==> config.mk <==
export PLATFORM = sky130hd
export DESIGN_NAME = flash_boot_copier
export DESIGN_NICKNAME = d
export VERILOG_FILES = /design/src/rtl/fbc_pkg.sv /design/src/rtl/fbc_spi_byte.sv /design/src/rtl/fbc_trailer_scan.sv /design/src/rtl/flash_boot_copier.sv
export SDC_FILE = /design/constraint.sdc
export NUM_CORES = 1
export LEC_CHECK = 0
export BUFFER_PORTS_ARGS = -buffer_cell sky130_fd_sc_hd__buf_2
export CORE_MARGIN = 2
export CORE_UTILIZATION = 35
export DETAILED_ROUTE_END_ITERATION = 7
export HOLD_SLACK_MARGIN = 0.02
export PLACE_DENSITY = 0.61
export SYNTH_ARGS = -nofsm -noshare
export SYNTH_HDL_FRONTEND = slang
export SYNTH_SLANG_ARGS = --single-unit
==> constraint.sdc <==
create_clock -name clk -period 6.71 [get_ports clk]
set_input_delay 1.0065 -clock clk [delete_from_list [all_inputs] [get_ports clk]]
set_output_delay 1.0065 -clock clk [all_outputs]
set_load 0.005 [all_outputs]
==> src/rtl/fbc_pkg.sv <==
package fbc_pkg;
   typedef enum logic [2:0] {
      ST_IDLE,
      ST_XFER,
      ST_EVAL,
      ST_DONE,
      ST_ERR
   } boot_st_t;

   localparam logic [7:0] CMD_READ = 8'h03;
   localparam logic [7:0] MARK_LO  = 8'hA5;
   localparam logic [7:0] MARK_HI  = 8'h5A;
   localparam logic [7:0] OFF_SUM  = 8'hFC;
   localparam logic [7:0] OFF_CNT  = 8'hFD;
   localparam logic [7:0] OFF_MLO  = 8'hFE;
   localparam logic [7:0] OFF_MHI  = 8'hFF;
   localparam int         HDR_LEN  = 4;
   localparam int         SEC_LEN  = 256;
endpackage

==> src/rtl/fbc_spi_byte.sv <==
module fbc_spi_byte #(
   parameter int CLK_DIV = 2
) (
   input  logic       clk,
   input  logic       rst_n,
   input  logic       start,
   input  logic [7:0] tx,
   input  logic       miso,
   output logic       sck,
   output logic       mosi,
   output logic       done,
   output logic [7:0] rx
);
   localparam int DW = (CLK_DIV > 1) ? $clog2(CLK_DIV) : 1;

   logic       busy;
   logic       tick;
   logic [2:0] bit_q;
   logic [7:0] tx_q;

   generate
      if (CLK_DIV == 1) begin : g_nodiv
         assign tick = busy;
      end else begin : g_div
         logic [DW-1:0] div_q;
         always_ff @(posedge clk or negedge rst_n) begin
            if (!rst_n)                         div_q <= '0;
            else if (!busy)                     div_q <= '0;
            else if (div_q == DW'(CLK_DIV - 1)) div_q <= '0;
            else                                div_q <= div_q + 1'b1;
         end
         assign tick = busy && (div_q == DW'(CLK_DIV - 1));
      end
   endgenerate

   always_ff @(posedge clk or negedge rst_n) begin
      if (!rst_n) begin
         busy  <= 1'b0;
         sck   <= 1'b0;
         bit_q <= '0;
         tx_q  <= '0;
         rx    <= '0;
         done  <= 1'b0;
      end else begin
         done <= 1'b0;
         if (start && !busy) begin
            busy  <= 1'b1;
            bit_q <= '0;
            tx_q  <= tx;
            sck   <= 1'b0;
         end else if (tick) begin
            if (!sck) begin
               sck <= 1'b1;
               rx  <= {rx[6:0], miso};
            end else begin
               sck <= 1'b0;
               if (bit_q == 3'd7) begin
                  busy <= 1'b0;
                  done <= 1'b1;
               end else begin
                  bit_q <= bit_q + 3'd1;
                  tx_q  <= {tx_q[6:0], 1'b0};
               end
            end
         end
      end
   end

   assign mosi = tx_q[7];
endmodule

==> src/rtl/fbc_trailer_scan.sv <==
module fbc_trailer_scan
   import fbc_pkg::*;
(
   input  logic       clk,
   input  logic       rst_n,
   input  logic       byte_vld,
   input  logic [7:0] byte_off,
   input  logic [7:0] byte_data,
   input  logic       commit,
   input  logic [7:0] sec_no,
   output logic       hit,
   output logic       sum_ok
);
   logic [7:0] sum_prev, sum_head;
   logic [7:0] t_sum, t_cnt, t_mlo, t_mhi;

   always_ff @(posedge clk or negedge rst_n) begin
      if (!rst_n) begin
         sum_prev <= '0;
         sum_head <= '0;
         t_sum    <= '0;
         t_cnt    <= '0;
         t_mlo    <= '0;
         t_mhi    <= '0;
      end else if (commit) begin
         sum_prev <= sum_prev + sum_head + t_sum + t_cnt + t_mlo + t_mhi;
         sum_head <= '0;
      end else if (byte_vld) begin
         case (byte_off)
            OFF_SUM: t_sum    <= byte_data;
            OFF_CNT: t_cnt    <= byte_data;
            OFF_MLO: t_mlo    <= byte_data;
            OFF_MHI: t_mhi    <= byte_data;
            default: sum_head <= sum_head + byte_data;
         endcase
      end
   end

   assign hit    = (t_mlo == MARK_LO) && (t_mhi == MARK_HI) && (t_cnt == sec_no);
   assign sum_ok = ((sum_prev + sum_head) == t_sum);
endmodule

==> src/rtl/flash_boot_copier.sv <==
module flash_boot_copier
   import fbc_pkg::*;
#(
   parameter int CLK_DIV     = 2,
   parameter int MAX_SECTORS = 128,
   parameter int RAM_AW      = $clog2(MAX_SECTORS * 256)
) (
   input  logic              clk,
   input  logic              rst_n,
   output logic              spi_sck,
   output logic              spi_mosi,
   input  logic              spi_miso,
   output logic              spi_cs_n,
   output logic              ram_we,
   output logic [RAM_AW-1:0] ram_addr,
   output logic [7:0]        ram_wdata,
   output logic              cpu_rst_n,
   output logic              boot_done,
   output logic              boot_err
);
   localparam int SW      = (MAX_SECTORS > 1) ? $clog2(MAX_SECTORS) : 1;
   localparam int LAST_IX = HDR_LEN + SEC_LEN - 1;

   if (CLK_DIV < 1) begin : g_bad_div
      $error("CLK_DIV must be at least 1");
   end
   if (MAX_SECTORS < 1 || MAX_SECTORS > 255) begin : g_bad_max
      $error("MAX_SECTORS must lie in 1..255");
   end
   if (RAM_AW < $clog2(MAX_SECTORS * 256)) begin : g_bad_aw
      $error("RAM_AW too narrow for MAX_SECTORS");
   end

   boot_st_t      state;
   logic [SW-1:0] sec_q;
   logic [8:0]    idx_q;
   logic          launch_q;
   logic [7:0]    tx_byte;
   logic          eng_done;
   logic [7:0]    eng_rx;
   logic [7:0]    off;
   logic [7:0]    sec_no;
   logic          data_vld;
   logic          commit;
   logic          hit, sum_ok;

   assign off      = idx_q[7:0] - 8'(HDR_LEN);
   assign sec_no   = 8'(sec_q) + 8'd1;
   assign data_vld = (state == ST_XFER) && eng_done && (idx_q >= 9'(HDR_LEN));

   always_comb begin
      case (idx_q[1:0])
         2'd0:    tx_byte = CMD_READ;
         2'd2:    tx_byte = 8'(sec_q);
         default: tx_byte = 8'h00;
      endcase
      if (idx_q >= 9'(HDR_LEN)) tx_byte = 8'h00;
   end

   always_comb begin
      commit = 1'b0;
      if (state == ST_EVAL && !hit && sec_q != SW'(MAX_SECTORS - 1)) commit = 1'b1;
   end

   fbc_spi_byte #(.CLK_DIV(CLK_DIV)) u_eng (
      .clk   (clk),
      .rst_n (rst_n),
      .start (launch_q),
      .tx    (tx_byte),
      .miso  (spi_miso),
      .sck   (spi_sck),
      .mosi  (spi_mosi),
      .done  (eng_done),
      .rx    (eng_rx)
   );

   fbc_trailer_scan u_scan (
      .clk       (clk),
      .rst_n     (rst_n),
      .byte_vld  (data_vld),
      .byte_off  (off),
      .byte_data (eng_rx),
      .commit    (commit),
      .sec_no    (sec_no),
      .hit       (hit),
      .sum_ok    (sum_ok)
   );

   always_ff @(posedge clk or negedge rst_n) begin
      if (!rst_n) begin
         state     <= ST_IDLE;
         sec_q     <= '0;
         idx_q     <= '0;
         launch_q  <= 1'b0;
         ram_we    <= 1'b0;
         ram_addr  <= '0;
         ram_wdata <= '0;
      end else begin
         launch_q <= 1'b0;
         ram_we   <= 1'b0;
         case (state)
            ST_IDLE: begin
               state    <= ST_XFER;
               launch_q <= 1'b1;
            end
            ST_XFER: if (eng_done) begin
               if (data_vld) begin
                  ram_we    <= 1'b1;
                  ram_addr  <= RAM_AW'({8'(sec_q), off});
                  ram_wdata <= eng_rx;
               end
               if (idx_q == 9'(LAST_IX)) begin
                  state <= ST_EVAL;
               end else begin
                  idx_q    <= idx_q + 9'd1;
                  launch_q <= 1'b1;
               end
            end
            ST_EVAL: begin
               if (hit)         state <= sum_ok ? ST_DONE : ST_ERR;
               else if (!commit) state <= ST_ERR;
               else begin
                  sec_q    <= sec_q + 1'b1;
                  idx_q    <= '0;
                  launch_q <= 1'b1;
                  state    <= ST_XFER;
               end
            end
            default: state <= state;
         endcase
      end
   end

   assign spi_cs_n  = (state != ST_XFER);
   assign boot_done = (state == ST_DONE);
   assign boot_err  = (state == ST_ERR);
   assign cpu_rst_n = (state == ST_DONE);
endmodule

Word-level counts from Yosys, hierarchy flattened
Index checks and enable logic that the tools add are counted.
W data, S select, Z words.
Word-level totals
  word-level logic and storage cells: 138
  register bits: 115
  bits of input ports: 3
Cells by class
  equality and inequality tests: 24
  $lt $le $gt $ge: 1
  bitwise logic cells: 4
  add/subtract/negate cells: 12
  reduce and logical (&&, ||, !) cells: 31
  multiplexer cells: 46
Operator list (count)
  $mux W8: 8
  $add A8 B8 Y8: 6
  $eq A8 B8 Y1 const B: 5
  $mux W9: 4
  $reduce_and A3 Y1: 10
  $mux W3: 9
  $mux W1: 21
  $pmux W9 S2: 1
  $eq A8 B8 Y1: 2
  $pmux W7 S2: 1
  $reduce_bool A2 Y1: 5
  $add A9 B1 Y9 const B: 1
  $eq A9 B9 Y1 const B: 1
  $ge A9 B3 Y1 const B: 1
  $pmux W3 S3: 1
  $add A7 B1 Y8 const B: 1
  $eq A8 B7 Y1 const B: 1
  $logic_and A1 B1 Y1: 8
  $ne A2 B1 Y1 const B: 4
  $sub A8 B3 Y8 const B: 1
  $add A7 B1 Y7 const B: 1
  $ne A7 B7 Y1 const B: 1
  $eq A3 B2 Y1 const B: 2
  $eq A3 B3 Y1 const B: 2
  other kinds (15): 21

Logic depth before layout (Yosys ltp)
  depth after elaboration: 10
  mapped depth: 19

By module
A second synthesis with hierarchy kept.
Second synthesis, totals
  cell total of the unflattened synthesis: 608
  area total of the unflattened synthesis: 6710.2 um^2
By module, submodules not included
  fbc_trailer_scan: cells an instance 325, times used 1, area an instance 3425.8 um^2
  flash_boot_copier: cells an instance 206, times used 1, area an instance 2293.4 um^2
  fbc_spi_byte: cells an instance 77, times used 1, area an instance 991.0 um^2

Least setup slack after synthesis
No wires, ideal clock.
  path type: flip-flop to flip-flop
  start point: reg u_scan.sum_head[0]
  end point: reg u_scan.sum_prev[7]
  path buffers: 0
  path slack: 2313 ps
  arrival time: 4272 ps
  data required time: 6585 ps
  setup time: 125 ps
  period minus slack after synthesis: 4397 ps
  cell stages (with the launch flop): 18
  cells stage by stage: dfrtp_1 ha_1 inv_1 fa_1 inv_1 fa_1 inv_1 fa_1 fa_1 inv_1 ha_1 fa_1 a211oi_1 o21bai_1 a21oi_1 xnor2_1 xnor2_1 mux2_4
Between the ends
  cells in the longest elaborated chain, start to end: 5
RTL lines
  from (decl): line fbc_trailer_scan.sv:14  | logic [7:0] sum_prev, sum_head;
  from (signal assigned): line fbc_trailer_scan.sv:34  | default: sum_head <= sum_head + byte_data;
  $add A8 B8 Y8 (5 in series): line fbc_trailer_scan.sv:26  | sum_prev <= sum_prev + sum_head + t_sum + t_cnt + t_mlo + t_mhi;
  to (signal assigned): line fbc_trailer_scan.sv:26
  to (decl): line fbc_trailer_scan.sv:14
No other way between the ends.
A chain may end at the register's enable or synchronous reset.

Worst setup path in the final report
Ends and elaborated chain as after synthesis.

==> results by group <==
STA
  • Crit path time final: 4.69 ns
  • Hold Fails Final Rpt: 0
  • Worst slew pin tran: 0.907 ns
  • Relative slew slack: 39.6%
  • Setup violations, final: 0
  • Slew Viols, Final: 0
  • Setup Skew: 0.00972 ns
  • Fin crit share: 69.9%
  • RSZ-0062 raised after global routing: no
  • Max Fclk: 213 MHz
  • Setup_tns: 0 ns

GRT
  • Largest net degree at the start of global routing: 74
  • Number of global-route vias before repair: 4,710
  • Initial antenna violation count: 0
  • GRT overflow: 0
  • GRT Total Usage: 16.1%
  • First-pass GRT wire length: 25,000 um

Die
  • Core Rows: 50
  • IO Pins: 33
  • CORE AREA: 0.0188 mm^2
  • Die H: 143 um
  • Starting Density: 35.8%
  • Die width: 143 um
  • Die ar.: 0.0204 mm^2

Job
  • Max-cap viol count: 0

Routing
  • DRT iter0 DRCs: 231
  • Via count: 4,560
  • Routed len/inst: 16.9 um
  • Via/cell ratio: 5.07
  • Antenna viol nets, final: 0
  • DRT Pass-1 Iters: 4
  • Drt drc: 0
  • Detailed Route WL: 15,200 um

Final layout
  • Multi-input logic area: 0.00357 mm^2
  • ANT cells: 0
  • Nets: 685
  • Cell area after layout: 0.00766 mm^2
  • Area growth syn-to-layout: 13.6%
  • Fin cells: 900
  • Register Area: 0.00288 mm^2
  • Share of layout cells above drive strength 1: 22.3%
  • Fill cell instance count of the final layout: 1,832

Status
  • Status: complete, no violations

Pwr
  • Peak supply drop: 0.186 mV
  • Leakage power: 3.74 nW
  • Power per Cell Area: 198 mW/mm^2

Yosys
  • Synth area leader: dfrtp_1
  • Sequential area share after synthesis: 42.7%
  • Post-Syn Instances: 596
  • Synth Area in Simple Gates: 11.2%
  • Largest family of logic cells by synthesized area: multiplexers
  • Largest cells by area after synthesis: dfrtp_1 43%, mux2_2 11%, fa_1 6.5%, ha_1 6.1%, xnor2_1 4.5%
  • Cell area after synthesis: 0.00675 mm^2
  • Main synth FF type: dfrtp_1
  • Net count after synthesis: 654
  • Yosys reg bits: 115
  • Mux contribution to synthesized area: 13.4%
  • Synth top area share: 42.7%
  • Post-synth EDFFs: 0
  • Post-synth ARST share: 100%
  • YS warnings: 0
  • Synth Area in Compound Gates: 8.40%
  • Synth cell types: 61
  • Post-Syn Area per Cell: 11.3 um^2
  • Adder-cell share of the synthesized area: 12.6%
  • Xor and xnor fraction of the mapped netlist area: 7.34%

Critical path
  • CP Data Required Time: 7.00 ns
  • CP startpoint kind: register
  • Worst-path maximum fanout: 3
  • WS Path Type: reg -> reg
  • Worst EP arrival: 4.98 ns
  • Worst Setup End Kind: register

Clocking
  • CTS Sinks: 115
  • H-tree depth: 4
  • CTS tree: done
  • Number of post-CTS setup repair buffers: 0
  • Num CTS Buffers: 17
  • CTS clk-pin slew, worst paths: 0.05 ns
  • CTS-repair resized insts: 0
  • Clock latency on the worst-skew pair: 0.41 ns
  • Root buf cell: clkbuf_16
  • Hold Buf Count CTS: 0
  • CTS Buffer Depth: 2

Placed design
  • IO buf count: 32
  • Placed cells: 868
  • Gpl congestion: 0.895
  • Cell Area, Placed: 0.00714 mm^2
  • Detailed placement HPWL: 11,200 um

Hold path
  • Hold WC Path Type: reg -> reg
-- Yosys cell counts, drive strengths merged, types with 4 or more instances --
master	count
a21o	4
a21oi	18
a31oi	4
and2	4
and3	7
buf	9
clkbuf	14
dfrtp	115
fa	22
ha	33
inv	47
mux2	68
mux2i	12
nand2	25
nand2b	4
nand3	8
nand3b	4
nand4	8
nor2	34
nor2b	7
nor3	5
nor4	8
o2111ai	4
o21a	8
o21ai	15
o22ai	10
o31ai	4
or4b	4
xnor2	35
xor2	19
-- path summary, 6_finish.rpt --
check	slack, ns	start	cells after the start	to
worst max-delay path	2.02	u_scan.sum_head[0]	16	u_scan.sum_prev[7]
worst min-delay path	0.50	ram_addr[10]	1	ram_addr[10]
worst max register to register	2.02	u_scan.sum_head[0]	16	u_scan.sum_prev[7]
worst min register to register	0.50	ram_addr[10]	1	ram_addr[10]
max in group asynchronous	4.79	rst_n	2	u_scan.t_cnt[3]
min in group asynchronous	0.59	rst_n	1	u_scan.sum_head[2]
-- flip-flops by register name, indices dropped and copies added (netlist names) --
| register | cells |
|---|---|
| u_scan.sum_prev | 8 |
| u_eng.bit_q | 3 |
| sec_q | 7 |
| u_eng.g_div.div_q | 1 |
| u_scan.t_mlo | 8 |
| u_scan.t_cnt | 8 |
| u_eng.busy | 1 |
| u_scan.sum_head | 8 |
| u_eng.tx_q | 8 |
| u_scan.t_mhi | 8 |
| ram_addr | 15 |
| u_eng.rx | 8 |
| state | 3 |
| idx_q | 9 |
| u_eng.done | 1 |
| u_eng.sck | 1 |
| ram_wdata | 8 |
| launch_q | 1 |
| u_scan.t_sum | 8 |
| ram_we | 1 |
-- layout by cell type, fill, tap and decap left out, drive strengths merged, types with 10 or more instances in the layout --
cell,n
clkbuf,21
mux2i,12
a21oi,18
ha,33
o22ai,10
o21ai,15
xor2,19
inv,47
nor2,34
buf,35
nand2,25
fa,22
dfrtp,115
xnor2,35
mux2,68
-- routing by layer --
| layer | wire [um] | global-route usage, % | up-vias | share of wire (%) |
|---|---|---|---|---|
| met4 | 201 | 5.58 | 0 | 1.3 |
| met3 | 489 | 3.39 | 13 | 3.2 |
| met2 | 7330 | 25.8 | 83 | 48 |
| met5 | 0 | 0 | - | 0 |
| li1 | - | - | 2160 | - |
| met1 | 7210 | 21.6 | 2304 | 47 |
-- cell type report --
class                   count  area share [%]
multi-input cells         411            46.6
well taps                 260            4.25
repair buffers             35            2.42
clock inverters            11           0.817
flip-flops and latches    115            37.6
clock buffers              21            6.01
inverters                  47            2.30
-- metrics by stage --
stage	hold slack [ns]	utilization [%]	worst slack [ns]	power, mW
2_1_floorplan	0.469	-	2.31	0.719
3_3_place_gp	0.489	37.9	2.14	0.739
3_5_place_dp	0.492	37.9	2.02	0.740
4_1_cts	0.504	40.7	1.98	1.54
5_1_grt	0.518	40.7	1.60	1.58
6_report	0.501	40.7	2.02	1.52
-- worst max-delay path, cell delays in order (launching register included) --
cell      delay [ns]
dfrtp_1         0.38
ha_1            0.19
inv_1           0.06
fa_1            0.41
xnor2_1         0.31
fa_1            0.50
fa_1            0.51
inv_1           0.05
fa_1            0.49
inv_1           0.06
fa_1            0.48
a211oi_1        0.33
o21bai_1        0.12
a21oi_1         0.18
xnor2_1         0.15
xnor2_1         0.08
mux2_4          0.26
-- power breakdown --
part           internal (mW)  switching [mW]  total, mW
sequential             0.697         0.00768      0.704
clock                  0.484           0.309      0.793
combinational        0.00544          0.0167     0.0222
-- kinds of logic (layout without fill, tap and decap cells) --
logic type / Yosys count / after routing
buffers and inverters: 70 / 114
DFF: 115 / 115
adders and majority gates: 55 / 55
and+or+nand+nor: 135 / 135
muxes: 80 / 80
AOI/OAI and AO/OA: 86 / 86
xor gates and xnor gates: 55 / 55
(Power assumes the default switching activity.)
